File: src/rtl/splat_pkg.sv
package splat_pkg;
  typedef enum logic [1:0] {
    ST_IDLE  = 2'd0,
    ST_FIRST = 2'd1,
    ST_COPY  = 2'd2,
    ST_DONE  = 2'd3
  } splat_state_e;
endpackage

File: src/rtl/splat_lowbit.sv
// Finds the lowest set bit of a vector: one-hot form and binary position.
module splat_lowbit #(
  parameter int W  = 64,
  localparam int PW = (W > 1) ? $clog2(W) : 1
) (
  input  logic [W-1:0]  vec,
  output logic          found,
  output logic [PW-1:0] pos,
  output logic [W-1:0]  hot
);
  always_comb begin
    found = |vec;
    hot   = vec & (~vec + {{(W-1){1'b0}}, 1'b1});
    pos   = '0;
    for (int i = W - 1; i >= 0; i--) begin
      if (vec[i]) pos = PW'(i);
    end
  end
endmodule

File: src/rtl/splat_ctrl.sv
// Sequencer state machine and first-write commit flag.
module splat_ctrl
  import splat_pkg::*;
(
  input  logic         clk,
  input  logic         rst_n,
  input  logic         res_valid,
  input  logic         intr,
  input  logic         resume,
  input  logic         copy_none,
  input  logic         copy_last,
  output splat_state_e state,
  output logic         first_done,
  output logic         res_ready,
  output logic         done
);
  splat_state_e state_d;
  logic         first_d;

  always_comb begin
    state_d = state;
    first_d = first_done;
    unique case (state)
      ST_IDLE: begin
        if (first_done && resume)        state_d = ST_COPY;
        else if (!first_done && res_valid) state_d = ST_FIRST;
      end
      ST_FIRST: begin
        if (intr) state_d = ST_IDLE;
        else begin
          first_d = 1'b1;
          state_d = copy_none ? ST_DONE : ST_COPY;
        end
      end
      ST_COPY: begin
        if (intr)           state_d = ST_IDLE;
        else if (copy_last) state_d = ST_DONE;
      end
      ST_DONE: begin
        first_d = 1'b0;
        state_d = ST_IDLE;
      end
      default: state_d = ST_IDLE;
    endcase
  end

  always_ff @(posedge clk or negedge rst_n) begin
    if (!rst_n) begin
      state      <= ST_IDLE;
      first_done <= 1'b0;
    end else begin
      state      <= state_d;
      first_done <= first_d;
    end
  end

  assign res_ready = (state == ST_IDLE) && !first_done;
  assign done      = (state == ST_DONE);

  a_r1_accept_starts_first: assert property (@(posedge clk) disable iff (!rst_n)
    (res_valid && res_ready) |=> (state == ST_FIRST));

  a_r10_resume_ignored: assert property (@(posedge clk) disable iff (!rst_n)
    (state == ST_IDLE && !first_done && !res_valid) |=> (state == ST_IDLE && !first_done));

  a_r8_resume_reenters_copy: assert property (@(posedge clk) disable iff (!rst_n)
    (state == ST_IDLE && first_done && resume) |=> (state == ST_COPY && first_done));

  a_r7_done_single_cycle: assert property (@(posedge clk) disable iff (!rst_n)
    (state == ST_DONE) |=> (state == ST_IDLE && !first_done));

  a_r9_first_abort_clears: assert property (@(posedge clk) disable iff (!rst_n)
    (state == ST_FIRST && intr) |=> (state == ST_IDLE && !first_done));
endmodule

File: src/rtl/splat_wb_seq.sv
// Predicated splat write-back sequencer: one scalar, many element writes.
module splat_wb_seq
  import splat_pkg::*;
#(
  parameter int DATA_W   = 64,
  parameter int CR_W     = 4,
  parameter int NPORTS   = 4,
  parameter int MAX_ELEM = 64,
  parameter int IDX_W    = 7,
  localparam int CNT_W   = $clog2(MAX_ELEM + 1),
  localparam int EPOS_W  = (MAX_ELEM > 1) ? $clog2(MAX_ELEM) : 1
) (
  input  logic                     clk,
  input  logic                     rst_n,
  input  logic                     res_valid,
  output logic                     res_ready,
  input  logic [DATA_W-1:0]        res_data,
  input  logic [CR_W-1:0]          res_cr,
  input  logic [MAX_ELEM-1:0]      pred_mask,
  input  logic [IDX_W-1:0]         dst_base,
  input  logic [CNT_W-1:0]         elem_cnt,
  input  logic                     intr,
  input  logic                     resume,
  output logic                     first_committed,
  output logic                     op_done,
  output logic [NPORTS-1:0]        wp_en,
  output logic [NPORTS*IDX_W-1:0]  wp_idx,
  output logic [NPORTS*DATA_W-1:0] wp_data,
  output logic [NPORTS*CR_W-1:0]   wp_cr
);
  splat_state_e        state;
  logic [DATA_W-1:0]   data_q;
  logic [CR_W-1:0]     cr_q;
  logic [IDX_W-1:0]    base_q;
  logic [MAX_ELEM-1:0] pend_q;
  logic [MAX_ELEM-1:0] pend_init;
  logic [MAX_ELEM-1:0] cnt_mask;
  logic [MAX_ELEM-1:0] rem [NPORTS+1];
  logic [NPORTS-1:0]   found;
  logic [EPOS_W-1:0]   pos [NPORTS];
  logic                load_en, step_en, copy_none, copy_last;

  splat_ctrl u_ctrl (
    .clk       (clk),
    .rst_n     (rst_n),
    .res_valid (res_valid),
    .intr      (intr),
    .resume    (resume),
    .copy_none (copy_none),
    .copy_last (copy_last),
    .state     (state),
    .first_done(first_committed),
    .res_ready (res_ready),
    .done      (op_done)
  );

  // Elements below the count, excluding element 0 which the first write covers.
  always_comb begin
    for (int i = 0; i < MAX_ELEM; i++) begin
      cnt_mask[i] = (i != 0) && (CNT_W'(i) < elem_cnt);
    end
    pend_init = pred_mask & cnt_mask;
  end

  assign load_en   = res_valid && res_ready;
  assign step_en   = (state == ST_COPY) && !intr;
  assign copy_none = (pend_q == '0);
  assign copy_last = (rem[NPORTS] == '0);

  always_ff @(posedge clk or negedge rst_n) begin
    if (!rst_n) begin
      data_q <= '0;
      cr_q   <= '0;
      base_q <= '0;
    end else if (load_en) begin
      data_q <= res_data;
      cr_q   <= res_cr;
      base_q <= dst_base;
    end
  end

  always_ff @(posedge clk or negedge rst_n) begin
    if (!rst_n)       pend_q <= '0;
    else if (load_en) pend_q <= pend_init;
    else if (step_en) pend_q <= rem[NPORTS];
  end

  assign rem[0] = pend_q;

  for (genvar p = 0; p < NPORTS; p++) begin : g_port
    logic [MAX_ELEM-1:0]    hot;
    logic [IDX_W+EPOS_W-1:0] sum;

    splat_lowbit #(.W(MAX_ELEM)) u_pick (
      .vec  (rem[p]),
      .found(found[p]),
      .pos  (pos[p]),
      .hot  (hot)
    );
    assign rem[p+1] = rem[p] & ~hot;

    always_comb begin
      sum = {{EPOS_W{1'b0}}, base_q} + {{IDX_W{1'b0}}, pos[p]};
      if (p == 0 && state == ST_FIRST) begin
        wp_en[p]                  = !intr;
        wp_idx[p*IDX_W +: IDX_W]  = base_q;
      end else begin
        wp_en[p]                  = step_en && found[p];
        wp_idx[p*IDX_W +: IDX_W]  = sum[IDX_W-1:0];
      end
    end
    assign wp_data[p*DATA_W +: DATA_W] = data_q;
    assign wp_cr[p*CR_W +: CR_W]       = cr_q;
  end

  a_r4_ports_packed: assert property (@(posedge clk) disable iff (!rst_n)
    ((wp_en & (wp_en + 1'b1)) == '0));

  a_r8_intr_blocks_writes: assert property (@(posedge clk) disable iff (!rst_n)
    intr |-> (wp_en == '0));

  a_r3_pending_shrinks: assert property (@(posedge clk) disable iff (!rst_n)
    (state == ST_COPY) |=> ((pend_q & ~$past(pend_q)) == '0));

  a_r2_first_single_port: assert property (@(posedge clk) disable iff (!rst_n)
    (state == ST_FIRST && !intr) |-> ($countones(wp_en) == 1 && wp_en[0]));

  a_r1_ready_blocks_writes: assert property (@(posedge clk) disable iff (!rst_n)
    res_ready |-> (wp_en == '0));
endmodule

File: config.mk
export PLATFORM = sky130hd
export DESIGN_NAME = splat_wb_seq
export DESIGN_NICKNAME = d
export VERILOG_FILES = /design/src/rtl/splat_pkg.sv /design/src/rtl/splat_lowbit.sv /design/src/rtl/splat_ctrl.sv /design/src/rtl/splat_wb_seq.sv
export SDC_FILE = /design/constraint.sdc
export NUM_CORES = 1
export LEC_CHECK = 0
export ABC_AREA = 0
export ABC_CLOCK_PERIOD_IN_PS = 9600
export BUFFER_PORTS_ARGS = -buffer_cell sky130_fd_sc_hd__buf_4
export CAP_MARGIN = 20
export CELL_PAD_IN_SITES_DETAIL_PLACEMENT = 1
export CELL_PAD_IN_SITES_GLOBAL_PLACEMENT = 2
export CORE_UTILIZATION = 32
export DETAILED_ROUTE_END_ITERATION = 6
export HOLD_SLACK_MARGIN = 0.08
export PLACE_DENSITY_LB_ADDON = 0.1
export RECOVER_POWER = 25
export SYNTH_ARGS = -nofsm -noshare
export SYNTH_HDL_FRONTEND = slang
export SYNTH_SLANG_ARGS = --single-unit
File: constraint.sdc
create_clock -name clk -period 9.6 [get_ports clk]
set_input_delay 0.48 -clock clk [delete_from_list [all_inputs] [get_ports clk]]
set_output_delay 0.48 -clock clk [all_outputs]
set_load 0.05 [all_outputs]
==> results of run 1 <==
==> final cells by class <==
class | instances | area, sq um | area share
diodes | 2 | 5.00 | 0.000261
clock buffers | 18 | 439 | 0.0229
clock inverters | 13 | 130 | 0.00678
inverters | 53 | 199 | 0.0104
multi-input cells | 1788 | 10500 | 0.546
flip-flops and latches | 141 | 3530 | 0.184
well taps | 672 | 841 | 0.0438
repair buffers | 511 | 3560 | 0.186
==> repair_timing <==
action | in CTS | in global routing
hold endpoints to repair | 49 | 0
endpoints found under the setup margin | 0 | 0
hold buffers | 1 | 0
==> state kept, by name, summed over array words and instances (netlist names) <==
name / flops
pend_q: 63
data_q: 64
u_ctrl.state: 2
cr_q: 4
u_ctrl.first_done: 1
base_q: 7
==> cell families (layout without fill, tap and decap cells) <==
family          after synthesis  in the layout  synth area share
xor+xnor                     28             28            0.0150
fa+ha+maj                    42             42            0.0319
flops                       141            141             0.216
simple gates                929            929             0.270
other cells                   0              2                 0
mux                           4              4           0.00268
compound gates              785            785             0.321
buf+inv                     400            595             0.143
==> cells in the mapped netlist (26+ instances only) <==
cell | number | area, sq um
a211oi_1 | 26 | 195
buf_4 | 209 | 1570
nand3_1 | 53 | 265
a31oi_1 | 43 | 269
nand2_1 | 402 | 1510
o21ai_0 | 155 | 776
dfrtp_1 | 141 | 3530
clkbuf_1 | 104 | 390
inv_1 | 53 | 199
o211ai_1 | 50 | 375
nor4_1 | 28 | 175
nor2_1 | 209 | 785
a21oi_1 | 193 | 966
o31ai_1 | 31 | 233
nor3_1 | 52 | 260
==> per-layer routing <==
layer  track usage  vias up  share of wire
met3        0.0485      153          0.067
met5             0        -       0.000088
li1              -     8678              -
met1         0.465     9799           0.44
met4         0.169        2          0.051
met2         0.529      828           0.45
==> worst paths after layout <==
kind | start | endpoint | depth (start not counted)
min in group asynchronous | rst_n | pend_q[15]$_DFFE_PN0P_ | 2
max in group asynchronous | rst_n | data_q[42]$_DFFE_PN0P_ | 3
setup reg to reg | pend_q[6]$_DFFE_PN0P_ | u_ctrl.state[0]$_DFFE_PN0P_ | 17
setup / recovery | pend_q[6]$_DFFE_PN0P_ | wp_idx[27] | 26
hold reg to reg | data_q[41]$_DFFE_PN0P_ | data_q[41]$_DFFE_PN0P_ | 2
hold / removal | res_data[45] | data_q[45]$_DFFE_PN0P_ | 3
==> critical path: stages (launching register included) <==
cell and delay (ps):
dfrtp_1 670, nor3_2 690, nand4_1 520, or4_1 570
a211oi_1 440, and4_1 510, and4_1 510, buf_4 270
nand3_1 220, o22ai_1 290, and2_0 350, nand3_1 300
o21ai_1 370, a21o_1 170, o2111ai_1 140, a211oi_1 420
o22ai_1 150, ha_1 240, inv_1 70, fa_1 200
inv_1 50, a21oi_1 170, o21bai_1 120, a21o_1 200
a21oi_1 170, xnor2_1 140, buf_4 230
==> per-stage QoR <==
stage / util / cells / instance area (sq um) / hold WS (ps) / worst slack (ps)
after floorplan: - / 2329 / 16300 / 184 / 2380
after global placement: 0.376 / 3164 / 18900 / 531 / 1280
after detailed placement: 0.376 / 3164 / 18900 / 552 / 1160
after CTS: 0.387 / 3196 / 19500 / 154 / 593
after global routing: 0.382 / 3197 / 19200 / 181 / 29.1
final: 0.382 / 3198 / 19200 / 183 / 429
==> summary.txt, run 1 <==
Cells and area
  • Commonest non-fill, non-tap cells in the layout: buf_4 (437), nand2_1 (401), nor2_1 (209)
  • Area grow syn2layout: 17.5%
  • Share of cells above drive strength 1: 0.215
  • Filler cell count: 6341
  • Layout Nets: 2691
  • Commonest non-fill, non-tap cell in the layout: buf_4

Worst setup path
  • Flop-to-flop setup slack: 1530 ps
  • CP required: 9120 ps
  • CP arrival: 8690 ps
  • CP Class: register to output port
  • Critical Path Source Type: register
  • Critical path endpoint category: output port
  • Critical path fanouts, max: 20

Clock tree
  • CTS tree: built
  • Post-CTS Setup Inserts: 0
  • CTS clk-pin slew, worst paths: 70 ps
  • Num CTS Buffers: 17
  • CTS resizes: 0
  • CTS Buffer Depth: 2
  • Clock root buffer master: clkbuf_16
  • Max H-tree Level: 4
  • CTS Sinks: approximately 140
  • Clk Latency, worst-skew pair: 490 ps

Synthesis
  • Post-synthesis instance area: roughly 16000 sq um
  • Fraction of registers with async set/reset: 1.00
  • Seq/Total Area, Yosys: 0.216
  • Post-synthesis register bit count: 141
  • Post-synth cell types: 106
  • Mapped Avg Cell Area: 7.01 sq um
  • Yosys warns: 0
  • Post-synth EDFFs: 0
  • Cell count after synthesis: 2329
  • Ys flop type: dfrtp_1
  • Synthesized Nets: between 2k and 3k

Timing
  • Slew margin rel.: -2.11
  • Setup TNS: 0 ps
  • Fmax: 109 MHz
  • Crit path time final: 9170 ps
  • Final worst-path cycle share: 0.955
  • RSZ-0062 raised after global routing: false
  • Clock Skew: 14.8 ps
  • Slew @ Worst Pin: 4670 ps
  • Final setup fails: 0
  • Max Slew Vio Count: 75
  • Hold Violations, Final: 0

GRT
  • First-pass GRT wire length: 132 mm
  • Initial antenna violation count: 4
  • Gr usage total: 0.342
  • Vias in the first global route: 18.7k
  • Congestion Overflow GR: 0
  • Largest net degree at the start of global routing: 75

Detailed routing
  • WL/cell: 28.5 um
  • Initial DRC Count: 1778
  • Via density: a little over 6
  • DRC: 0
  • Via count: 19.5k
  • Post-route ant nets: 0
  • DRT Pass-1 Iters: 7
  • Drt total wl: 91.2 mm

Min path
  • Hold Path Class: primary input to register

Run status
  • Outcome: complete, but fails checks
  • Failing checks: capacitance limit, slew limit

Floorplan
  • Core Area: 50300 sq um
  • Cell Rows: 82
  • I/O pin total: between 400 and 500
  • Chip width: between 200 and 250 um
  • Starting Density: 0.325
  • Die area: just over 50000 sq um
  • Die Ht: 228 um

Place
  • I/O Buffers: 456
  • Post-DP HPWL: around 73 mm
  • Gpl congestion: 0.976

Flow run
  • Max_cap viols: 1
Power of run 1 is left out: the tool's default activity adds up to more than one toggle a clock period on the data nets, which glitch-free logic cannot reach.
==> run 2: changes to the inputs <==
--- a/config.mk
+++ b/config.mk
@@ -19,3 +19,4 @@
 export SYNTH_ARGS = -nofsm -noshare
 export SYNTH_HDL_FRONTEND = slang
 export SYNTH_SLANG_ARGS = --single-unit
+export TNS_END_PERCENT = 1
==> constraint.sdc (replaced) <==
create_clock -name clk -period 9.6 [get_ports clk]
set_input_delay 1.92 -clock clk [delete_from_list [all_inputs] [get_ports clk]]
set_output_delay 1.92 -clock clk [all_outputs]
set_load 0.05 [all_outputs]
==> summary.txt, run 2 (synthesized netlist as in run 1, its figures left out) <==
Min path
  • Hold Path Class: register to register

Clock tree
  • Clk Latency, worst-skew pair: 480 ps (about the same)
  • CTS Hold Bufs: 0 (-1)
  • Clock root buffer master: clkbuf_16
  • CTS clk-pin slew, worst paths: 70 ps (about the same)
  • CTS Sinks: 141 (unchanged)
  • Max H-tree Level: 4 (unchanged)
  • CTS Buffer Depth: 2 (unchanged)
  • Num CTS Buffers: 17 (unchanged)
  • CTS tree: built

Detailed routing
  • Post-route ant nets: 0 (unchanged)
  • Drt total wl: 94.4 mm (+3.6%)
  • Via count: 19.8k (+1.8%)
  • WL/cell: 28.6 um (+0.41%)
  • DRT Pass-1 Iters: 7 (unchanged)
  • Via density: 6.00 (-1.4%)
  • Initial DRC Count: 1648 (-7.3%)
  • DRC: 0 (unchanged)

Place
  • Gpl congestion: 0.969 (-0.74%)
  • Dpl cell area: 19600 sq um (+4.0%)
  • Placed Instances: 3264 (+3.2%)
  • I/O Buffers: 456 (unchanged)
  • Post-DP HPWL: 76.3 mm (+4.4%)

GRT
  • Largest net degree at the start of global routing: 86 (+15%)
  • Vias in the first global route: 19.4k (+3.8%)
  • Gr usage total: 0.354 (+0.0121)
  • First-pass GRT wire length: 137 mm (+3.5%)
  • Initial antenna violation count: 4 (unchanged)
  • Congestion Overflow GR: 0 (unchanged)

Floorplan
  • Die Ht: 228 um (unchanged)
  • Cell Rows: 82 (unchanged)
  • Starting Density: 0.325 (unchanged)
  • I/O pin total: 458 (unchanged)
  • Die area: 51900 sq um (unchanged)
  • Core Area: 50300 sq um (unchanged)
  • Chip width: 228 um (unchanged)

Worst setup path
  • CP max stage delay: 550 ps (-140 ps)
  • Critical Path Source Type: register
  • Most used cell, CP: buf_4
  • CP arrival: 7470 ps (-1220 ps)
  • CP Buf/Inv Count: 8 (+4)
  • Crit path max-delay family: compound AO/OA/AOI/OAI gates
  • Critical path fanouts, max: 15 (-25%)
  • CP Class: register to output port
  • Critical path endpoint category: output port
  • CP required: 7680 ps (-1440 ps)
  • Critical path's slowest cell: or3_1

Cells and area
  • Layout Nets: 2791 (+3.7%)
  • Final instance area: 20200 sq um (+5.4%)
  • Max FFs per register: 64 (unchanged)
  • Layout Utilization: 0.402 (+0.0206)
  • Sequential Area: 3530 sq um (unchanged)
  • Share of cells above drive strength 1: 0.264 (+0.0489)
  • Filler cell count: 6337 (-0.063%)
  • Area grow syn2layout: 23.9%
  • Multi-input gate area: 10600 sq um (+1.2%)
  • Finished Layout Cells: 3299 (+3.2%)
  • Commonest non-fill, non-tap cells in the layout: buf_4 (566), nand2_1 (401), nor2_1 (207)
  • Commonest non-fill, non-tap cell in the layout: buf_4
  • Register name with the most flops: data_q
  • Top Registers: data_q (64), pend_q (63), base_q (7)

Timing
  • Slew @ Worst Pin: 5240 ps (+571 ps)
  • Fmax: 106 MHz (-2.4%)
  • Hold Violations, Final: 0 (unchanged)
  • Final setup fails: 0 (unchanged)
  • Max Slew Vio Count: 147 (+96%)
  • Slew margin rel.: -2.49 (-0.381)
  • Crit path time final: 9390 ps (+222 ps)
  • Clock Skew: 14.3 ps (-0.503 ps)
  • RSZ-0062 raised after global routing: true
  • Final worst-path cycle share: 0.978 (+0.0231)

Run status
  • Failing checks: capacitance limit, slew limit
  • Outcome: complete, but fails checks

Flow run
  • Max_cap viols: 2 (+1)
-- run 2: area by class of cell --
cell class	count	share of cell area
timing repair buffer	611	0.219
clock inverter	13	0.00767
tap	672	0.0416
inverter	53	0.00983
multi-input combinational	1788	0.525
sequential	141	0.174
clock buffer	19	0.0224
antenna	2	0.000247
-- run 2: path summary, 6_finish.rpt --
path | slack (ps) | cells past startpoint | from | to
max | 210 | 29 | pend_q[7]$_DFFE_PN0P_ | wp_idx[27]
min | 550 | 2 | data_q[41]$_DFFE_PN0P_ | data_q[41]$_DFFE_PN0P_
max reg2reg | 2210 | 18 | pend_q[6]$_DFFE_PN0P_ | u_ctrl.state[0]$_DFFE_PN0P_
min in group asynchronous | 3340 | 1 | rst_n | data_q[21]$_DFFE_PN0P_
max in group asynchronous | 3340 | 1 | rst_n | pend_q[23]$_DFFE_PN0P_
min reg2reg | 550 | 2 | data_q[41]$_DFFE_PN0P_ | data_q[41]$_DFFE_PN0P_
-- run 2: worst reg2reg max path, delay by kind of cell (launching register included) --
kind                   cells  cell delay, ps
AND/OR/NAND/NOR           11            4490
flip-flops                 1             500
buffers and inverters      2             510
AO/OA/AOI/OAI              5            1770
-- run 2: routing by layer --
| metal | wire length (um) | vias up | track usage | share of wire |
|---|---|---|---|---|
| met3 | 6170 | 139 | 0.0535 | 0.065 |
| li1 | - | 8871 | - | - |
| met5 | 7 | - | 0 | 0.000074 |
| met2 | 43300 | 880 | 0.569 | 0.46 |
| met4 | 4060 | 2 | 0.150 | 0.043 |
| met1 | 40900 | 9910 | 0.470 | 0.43 |
-- run 2: repair_timing --
action / in CTS / in global routing
cloned: 0 / 0
endpoints found under the setup margin: 9 / 9
pin swaps: 0 / 3
resized for setup: 9 / 24
buffers inserted: 0 / 1
-- run 2: metrics by stage --
stage / setup slack [ps] / TNS (ps) / hold slack, ps
6_report: 207 / 0 / 548
5_1_grt: -74.3 / -189 / 577
4_1_cts: 22.7 / 0 / 551
3_5_place_dp: 186 / 0 / 551
3_3_place_gp: 228 / 0 / 531
2_1_floorplan: 938 / 0 / 503
Power of run 2 is left out for the same reason.
